[config.mk]
export PLATFORM = sky130hd
export DESIGN_NAME = stkm_core
export DESIGN_NICKNAME = d
export VERILOG_FILES = /design/src/rtl/stkm_pkg.sv /design/src/rtl/stkm_ptr_unit.sv /design/src/rtl/stkm_stack_mem.sv /design/src/rtl/stkm_alu.sv /design/src/rtl/stkm_core.sv
export SDC_FILE = /design/constraint.sdc
export NUM_CORES = 2
export LEC_CHECK = 0
export CAP_MARGIN = 25
export CORE_ASPECT_RATIO = 0.9
export CORE_MARGIN = 8
export CORE_UTILIZATION = 60
export CTS_BUF_LIST = sky130_fd_sc_hd__clkbuf_2
export DETAILED_ROUTE_END_ITERATION = 6
export PLACE_DENSITY = 0.73
export SLEW_MARGIN = 10
export SYNTH_ARGS = -nofsm -noshare
export SYNTH_HDL_FRONTEND = slang
export SYNTH_SLANG_ARGS = --single-unit
[constraint.sdc]
create_clock -name clk -period 37.5 [get_ports clk]
set_input_delay 9.375 -clock clk [delete_from_list [all_inputs] [get_ports clk]]
set_output_delay 9.375 -clock clk [all_outputs]
set_load 0.05 [all_outputs]
[src/rtl/stkm_pkg.sv]
package stkm_pkg;

    localparam int OP_W = 8;

    typedef enum logic [1:0] {
        SB_OPERAND   = 2'b00,
        SB_TOS_PUSH  = 2'b01,
        SB_STK_2_RAM = 2'b10,
        SB_RAM_2_STK = 2'b11
    } sbus_op_e;

    typedef enum logic [1:0] {
        TB_ROM  = 2'b00,
        TB_NAND = 2'b01,
        TB_ADD  = 2'b10,
        TB_JZ   = 2'b11
    } tbus_op_e;

    typedef struct packed {
        logic     rsel;
        logic     up;
        logic     cnt_en;
        logic     tos_off;
        sbus_op_e sb;
        tbus_op_e tb;
    } ctrl_word_t;

endpackage

[src/rtl/stkm_ptr_unit.sv]
module stkm_ptr_unit #(
    parameter int PTR_W = 8
) (
    input  logic             clk,
    input  logic             rst_n,
    input  logic             rsel_i,
    input  logic             up_i,
    input  logic             cnt_en_i,
    output logic [PTR_W-1:0] dsp_o,
    output logic [PTR_W-1:0] rsp_o,
    output logic [PTR_W-1:0] cur_o
);

    localparam int NPTR = 2;

    logic [PTR_W-1:0] ptr_d [NPTR];
    logic [PTR_W-1:0] ptr_q [NPTR];

    always_comb begin
        for (int i = 0; i < NPTR; i++) begin
            ptr_d[i] = ptr_q[i];
            if (cnt_en_i && (int'(rsel_i) == i)) begin
                ptr_d[i] = up_i ? ptr_q[i] + 1'b1 : ptr_q[i] - 1'b1;
            end
        end
    end

    always_ff @(posedge clk or negedge rst_n) begin
        if (!rst_n) begin
            for (int i = 0; i < NPTR; i++) begin
                ptr_q[i] <= '0;
            end
        end else begin
            for (int i = 0; i < NPTR; i++) begin
                ptr_q[i] <= ptr_d[i];
            end
        end
    end

    assign dsp_o = ptr_q[0];
    assign rsp_o = ptr_q[1];
    assign cur_o = rsel_i ? ptr_q[1] : ptr_q[0];

endmodule

[src/rtl/stkm_stack_mem.sv]
module stkm_stack_mem #(
    parameter int DATA_W = 16,
    parameter int PTR_W  = 8
) (
    input  logic              clk,
    input  logic              we_i,
    input  logic [PTR_W-1:0]  addr_i,
    input  logic [DATA_W-1:0] wdata_i,
    output logic [DATA_W-1:0] rdata_o
);

    localparam int DEPTH = 1 << PTR_W;

    logic [DATA_W-1:0] mem_q [DEPTH];

    always_ff @(posedge clk) begin
        if (we_i) begin
            mem_q[addr_i] <= wdata_i;
        end
    end

    assign rdata_o = mem_q[addr_i];

endmodule

[src/rtl/stkm_alu.sv]
module stkm_alu
    import stkm_pkg::*;
#(
    parameter int DATA_W = 16
) (
    input  tbus_op_e          sel_i,
    input  logic [DATA_W-1:0] opnd_a_i,
    input  logic [DATA_W-1:0] opnd_b_i,
    input  logic [DATA_W-1:0] rom_i,
    input  logic [DATA_W-1:0] tos_i,
    output logic [DATA_W-1:0] tbus_o
);

    always_comb begin
        unique case (sel_i)
            TB_ROM:  tbus_o = rom_i;
            TB_NAND: tbus_o = ~(opnd_a_i & opnd_b_i);
            TB_ADD:  tbus_o = opnd_a_i + opnd_b_i;
            default: tbus_o = tos_i;
        endcase
    end

endmodule

[src/rtl/stkm_core.sv]
module stkm_core
    import stkm_pkg::*;
#(
    parameter int DATA_W = 16,
    parameter int PTR_W  = 8,
    parameter int PC_W   = 16,
    parameter int RAM_AW = 15
) (
    input  logic              clk,
    input  logic              rst_n,
    input  logic [OP_W-1:0]   op_i,
    input  logic [DATA_W-1:0] rom_data_i,
    input  logic [DATA_W-1:0] ram_rdata_i,
    output logic [PC_W-1:0]   pc_o,
    output logic [RAM_AW-1:0] ram_addr_o,
    output logic [DATA_W-1:0] ram_wdata_o,
    output logic              ram_we_o,
    output logic [DATA_W-1:0] tos_o,
    output logic [PTR_W-1:0]  dsp_o,
    output logic [PTR_W-1:0]  rsp_o,
    output logic              phase_o
);

    typedef struct packed {
        logic [DATA_W-1:0] tos;
        logic [PC_W-1:0]   pc;
        logic              phase;
    } core_state_t;

    core_state_t state_d, state_q;
    ctrl_word_t  ctrl;

    logic [DATA_W-1:0] opnd_a;
    logic [DATA_W-1:0] sbus;
    logic [DATA_W-1:0] stk_rdata;
    logic [DATA_W-1:0] tbus;
    logic [PTR_W-1:0]  stk_addr;
    logic              stk_we;
    logic              ram_we;
    logic              jump_take;

    assign ctrl = ctrl_word_t'(op_i);

    // Operand gate: a disabled TOS reads as zero everywhere it would drive
    assign opnd_a = ctrl.tos_off ? '0 : state_q.tos;

    // Stack-bus transfer decode
    always_comb begin
        sbus   = stk_rdata;
        stk_we = 1'b0;
        ram_we = 1'b0;
        unique case (ctrl.sb)
            SB_OPERAND:   sbus = stk_rdata;
            SB_TOS_PUSH: begin
                sbus   = opnd_a;
                stk_we = 1'b1;
            end
            SB_STK_2_RAM: begin
                sbus   = stk_rdata;
                ram_we = 1'b1;
            end
            default: begin
                sbus   = ram_rdata_i;
                stk_we = 1'b1;
            end
        endcase
    end

    stkm_ptr_unit #(
        .PTR_W (PTR_W)
    ) u_ptr (
        .clk      (clk),
        .rst_n    (rst_n),
        .rsel_i   (ctrl.rsel),
        .up_i     (ctrl.up),
        .cnt_en_i (ctrl.cnt_en),
        .dsp_o    (dsp_o),
        .rsp_o    (rsp_o),
        .cur_o    (stk_addr)
    );

    stkm_stack_mem #(
        .DATA_W (DATA_W),
        .PTR_W  (PTR_W)
    ) u_stk (
        .clk     (clk),
        .we_i    (stk_we),
        .addr_i  (stk_addr),
        .wdata_i (sbus),
        .rdata_o (stk_rdata)
    );

    stkm_alu #(
        .DATA_W (DATA_W)
    ) u_alu (
        .sel_i    (ctrl.tb),
        .opnd_a_i (opnd_a),
        .opnd_b_i (sbus),
        .rom_i    (rom_data_i),
        .tos_i    (state_q.tos),
        .tbus_o   (tbus)
    );

    assign jump_take = state_q.phase && (ctrl.tb == TB_JZ) && (state_q.tos == '0);

    always_comb begin
        state_d       = state_q;
        state_d.phase = ~state_q.phase;
        if (state_q.phase) begin
            state_d.tos = tbus;
        end
        if (jump_take) begin
            state_d.pc = PC_W'(rom_data_i);
        end else begin
            state_d.pc = state_q.pc + 1'b1;
        end
    end

    always_ff @(posedge clk or negedge rst_n) begin
        if (!rst_n) begin
            state_q <= '0;
        end else begin
            state_q <= state_d;
        end
    end

    assign pc_o        = state_q.pc;
    assign tos_o       = state_q.tos;
    assign phase_o     = state_q.phase;
    assign ram_addr_o  = opnd_a[RAM_AW-1:0];
    assign ram_wdata_o = sbus;
    assign ram_we_o    = ram_we;

endmodule

# Yosys cells after proc, flatten, opt, wreduce, memory -nomap -nowiden
# Memory sizes are Yosys's and may differ from the RTL's.
# Cells that the tools add are included.
dict set report totals {
  input_bits 42
  romBits 0
  latchBits 0
  mem_count 1
  regBits 49
  mem_bits_rw 4096
}
# name depth width read_ports rd_clocked_by_memory_dff wr line_no
set mem_list {}
lappend mem_list {u_stk.mem_q 256 16 1 0 1 stkm_stack_mem.sv:14} ;# logic [DATA_W-1:0] mem_q [DEPTH];
dict set report classes {
  n_addsub 6
  reduce_logical 10
  n_mux 9
  n_mul 0
  eq_ne 5
  n_bitwise 4
  n_div 0
  magnitude_cmp 0
  shift 0
}
# operator count
set ops {}
lappend ops {{one-hot mux 16 bit (3 select lines)} 1}
lappend ops {{2-to-1 mux 16 bit} 2}
lappend ops {{one-hot mux 16 bit (2 select lines)} 1}
lappend ops {{2-to-1 mux 8 bit} 3}
lappend ops {{adder 16 x 1 -> 16 bit, second input constant} 1}
lappend ops {{adder 16 bit} 1}
lappend ops {{adder 8 x 1 -> 8 bit, second input constant} 2}
lappend ops {{AND 16 bit} 1}
lappend ops {{zero test 16 bit} 1}
lappend ops {{inverter 16 bit} 1}
lappend ops {{subtractor 8 x 1 -> 8 bit, second input constant} 2}
lappend ops {{equality test 2 bit, second input constant} 3}
lappend ops {{equality test 2 x 1 -> 1 bit, second input constant} 2}
lappend ops {{logical AND 1 bit} 4}
lappend ops {{zero test 2 bit} 2}
lappend ops {{nonzero test 3 bit} 1}
lappend ops {{2-to-1 mux 1 bit} 2}
lappend ops {{inverter 1 bit} 2}
lappend ops {{AND reduction 2 bit} 1}
lappend ops {{OR reduction 2 bit} 1}

# Depth between registers and ports, before layout
dict set report depth {
  depth_word 6
  mapped_depth 25
  depth_no_buf 19
}

# Hierarchy
# A second synthesis with hierarchy kept.
dict set report hier_totals {
  cells_unflattened 7229
  hier_area_um2 159907.1
}
# mod area_per_inst_um2 cells_per_inst n_inst
set modules_own_cells {}
lappend modules_own_cells {stkm_stack_mem 155078.7 6711 1}
lappend modules_own_cells {stkm_core 2152.1 206 1}
lappend modules_own_cells {stkm_ptr_unit 1421.4 155 1}
lappend modules_own_cells {stkm_alu 1255.0 157 1}

# Worst setup path before layout
# OpenSTA, ideal clock, no wires.
dict set report synth_path {
  path_type {in2out}
  start {in op_i[7]}
  end {out ram_wdata_o[1]}
  arrival_ns 23.649
  required_ns 28.125
  path_slack_ns 4.476
  stages 11
  n_path_buf 5
  cell_sequence {buf_6 buf_4 or3b_1 and2_1 buf_2 buf_2 buf_1 o22ai_1 o21ai_0 nand4_1 a311oi_1}
}
dict set report synth_via {
  elab_chain_len 3
}
# item line_no
set synth_lines {}
lappend synth_lines {{from (decl)} stkm_core.sv:11} ;# input logic [OP_W-1:0] op_i,
lappend synth_lines {{2-to-1 mux 8 bit} stkm_ptr_unit.sv:42} ;# assign cur_o = rsel_i ? ptr_q[1] : ptr_q[0];
lappend synth_lines {{memory read (256 x 16 bit)} n/a}
lappend synth_lines {{one-hot mux 16 bit (2 select lines)} stkm_core.sv:52} ;# unique case (ctrl.sb)
lappend synth_lines {{to (decl)} stkm_core.sv:16} ;# output logic [DATA_W-1:0] ram_wdata_o,
# No other way between the ends.

# Worst setup path after layout
dict set report layout_path {
  start {in op_i[7]}
  end {out ram_wdata_o[10]}
}
# Same word-level chain as after synthesis.

==> run_results.csv <==
group,metric,value,unit
placement,port_buffers,122,
status,violations,"design-rule violations",
floorplan,num_rows,180,
yosys,yosysSeqAreaShare,77.1,%
route,wl_per_cell,34.1,um
yosys,ys_types,83,
grt,grt_usage,32.4,%
power,power-per-cell-area,78.7,nW/um^2
clocking,clockBufferDepth,4,
route,ant_nets,0,
worst_setup_path,slowest_stage,"a221oi_1",
clocking,htreeDepth,6,
worst_setup_path,path_class,"in -> out",
timing,final_max_slew_viol_count,0,
yosys,syn_area_per_cell,18.9,um^2
worst_setup_path,cp.arrival,17.94,ns
min_path,whs_endpoint,"phase_o",
yosys,ys_ff_latch,4145,
worst_setup_path,ff2ff_setup_slack,27.40,ns
worst_setup_path,path_cells,"buf_2, mux2_8, buf_4, buf_4, buf_4, mux4_1, nor2_1, nor4_1, o22ai_1, a221oi_1, o21ai_0, o22ai_4, buf_4, clkdlybuf4s50_1",
timing,fin_setup_tns,0,ns
clocking,clock_latency,2.09,ns
worst_setup_path,worstPathRequired,28.12,ns
clocking,clkSinkCount,4145,
timing,fin_skew,0.272,ns
power,ir_drop,0.0000730,V
clocking,numCtsBuffers,933,
route,drc,2,
worst_setup_path,cp_top_family,"buffers and inverters",
route,drtIter0Drc,15900,
clocking,clk_pin_slew,0.10,ns
yosys,synthCells,8547,
yosys,syn-num-nets,8628,
floorplan,die_x,562,um
worst_setup_path,timing.rr.start,"u_ptr.dsp_o[0]",
timing,fin_crit,27.31,ns
route,routed_wl,474,mm
timing,setup_viol,0,
yosys,ys_async_sr_fraction,1.18,%
min_path,min_path_cells,1,
timing,rsz0062_at_grt,"false",
route,first_pass_iters,7,
power,leakage,58.7,nW
timing,tightestPinTransition,1.39,ns
timing,max_freq,36.6,MHz
timing,maxSlewHeadroom,7.28,%
clocking,holdBufCountCts,0,
floorplan,die_h,508,um
min_path,hp-class,"reg -> reg",
grt,grt_overflow_total,0,
route,vias_per_cell,6.81,
yosys,synth_edf_count,4096,
grt,grt_pass1_wl,659,mm
grt,grt_pass1_vias,91800,
worst_setup_path,r2r_cells,15,
floorplan,core_area,267000,um^2
clocking,cts_root_buf,"clkbuf_2",
min_path,holdCritStartpoint,"phase_o",
final_layout,drive_above_1_share,26.0,%
clocking,cts_resized,0,
worst_setup_path,r2r-end,"u_stk.mem_q[130][10]",
yosys,ys.flop_type,"edfxtp_1",
grt,grt_max_degree,171,
placement,dp.cells,12200,
worst_setup_path,slowest_delay,1.17,ns
floorplan,io_pins,123,
route,vias,94700,
clocking,cts_tree,"built",
status,status,"complete, but fails checks",
worst_setup_path,crit_path_end_kind,"output pin",
floorplan,initial_utilization,60.3,%
final_layout,fin_cells,13900,
final_layout,area_growth,9.99,%
floorplan,die_area,285000,um^2
clocking,cts_setup_buffers,0,
placement,dpl.hpwl,280,mm
flow_run,drv_cap,0,
yosys,netlist_area,161000,um^2
timing,hold_viol,0,
grt,antenna_found_initial,33,
worst_setup_path,crit_path_start_kind,"primary input",
worst_setup_path,cp.buffers_inverters,6,
yosys,synth_warnings,0,
worst_setup_path,crit_top_cell,"buf_4",
timing,finalCritPeriodShare,72.8,%
placement,place.gp.congestion,0.906,
worst_setup_path,critPathMaxFanout,50,
final_layout,nets,9695,
==> layout by cell type (no fill, tap or decap), drive strengths merged, types with 51 or more instances in the layout <==
master | netlist | routed
o22ai | 237 | 237
nor4 | 60 | 60
clkdlybuf4s50 | 0 | 118
clkinv | 1 | 209
a21oi | 51 | 51
clkbuf | 180 | 1403
nor2 | 512 | 512
a32oi | 380 | 380
edfxtp | 4096 | 4096
mux4 | 608 | 608
o21ai | 230 | 230
mux2i | 425 | 425
buf | 339 | 531
nand2 | 922 | 922
a41oi | 69 | 69
==> cell type report <==
type	instances	area (um^2)
diodes	30	75.1
clock buffers	1401	7010
clock inverters	249	1440
fillers	17700	89900
inverters	20	75.1
multi-input cells	3863	34300
flip-flops and latches	4145	124000
well taps	3549	4440
repair buffers	651	5620
==> per-stage QoR <==
| step | setup WS (ns) | instance area (um^2) | hold WS [ns] | util, % | total power [W] |
|---|---|---|---|---|---|
| 2_1_floorplan | 4.48 | 161000 | 0.749 | - | 0.00961 |
| 3_3_place_gp | 10.35 | 168000 | 0.482 | 62.9 | 0.0109 |
| 3_5_place_dp | 10.45 | 169000 | 0.497 | 63.1 | 0.0111 |
| 4_1_cts | 10.44 | 177000 | 0.511 | 66.2 | 0.0138 |
| 5_1_grt | 9.93 | 177000 | 0.558 | 66.3 | 0.0143 |
| 6_report | 10.19 | 177000 | 0.508 | 66.3 | 0.0139 |
==> where the power goes <==
group          total, W  internal, W  switching (W)
clock           0.00283      0.00108        0.00175
combinational   0.00497      0.00139        0.00358
sequential      0.00614      0.00610      0.0000464
total            0.0139      0.00857        0.00537
==> per-layer routing <==
| layer | global-route usage (%) | part of all wire [%] | wire, um |
|---|---|---|---|
| met3 | 12.0 | 16 | 76800 |
| met4 | 15.2 | 5.1 | 24400 |
| met5 | 0 | 0.032 | 152 |
| met1 | 43.9 | 35 | 165000 |
| met2 | 47.3 | 44 | 208000 |
==> flip-flops by register name, indices dropped and copies added, names as in the netlist <==
name         count
u_ptr.dsp_o      8
u_ptr.rsp_o      8
pc_o            16
phase_o          1
tos_o           16
u_stk.mem_q   4096
==> cell usage after synthesis (all sizes together), types with 15 or more instances <==
cell type  number  area (um^2)
edfxtp       4096       123000
nand2         922         3460
mux4          608        13800
nor2          512         1920
mux2i         425         4270
a32oi         380         3330
buf           339         2430
o22ai         237         1480
o21ai         230         1150
clkbuf        180          696
a41oi          69          604
nor4           60          388
a21oi          51          263
dfrtp          49         1230
nand3          47          245
ha             36          450
a32o           28          280
nor3           24          125
xnor2          23          201
nor2b          21          131
inv            19         71.3
a41o           17          170
nand4          15         93.8
==> worst max-delay path by stage <==
stage | from | endpoint | slack, ns | cells past startpoint
floorplan | op_i[7] | ram_wdata_o[1] | 4.48 | 11
global placement | op_i[7] | ram_wdata_o[10] | 10.35 | 15
detailed placement | op_i[7] | ram_wdata_o[10] | 10.45 | 14
CTS | op_i[7] | ram_wdata_o[10] | 10.44 | 14
global route | op_i[7] | ram_wdata_o[10] | 9.93 | 14
finish | op_i[7] | ram_wdata_o[10] | 10.19 | 14
==> cell families after synthesis <==
kind of cell | count (synthesis) | synth area share [%]
adders and majority gates | 39 | 0.317
muxes | 1043 | 11.3
and+or+nand+nor | 1646 | 4.15
AOI/OAI and AO/OA | 1100 | 4.97
xor gates and xnor gates | 35 | 0.190
buffers and inverters | 539 | 1.98
DFF | 4145 | 77.1
No activity file was read; power rests on OpenSTA's default activity.
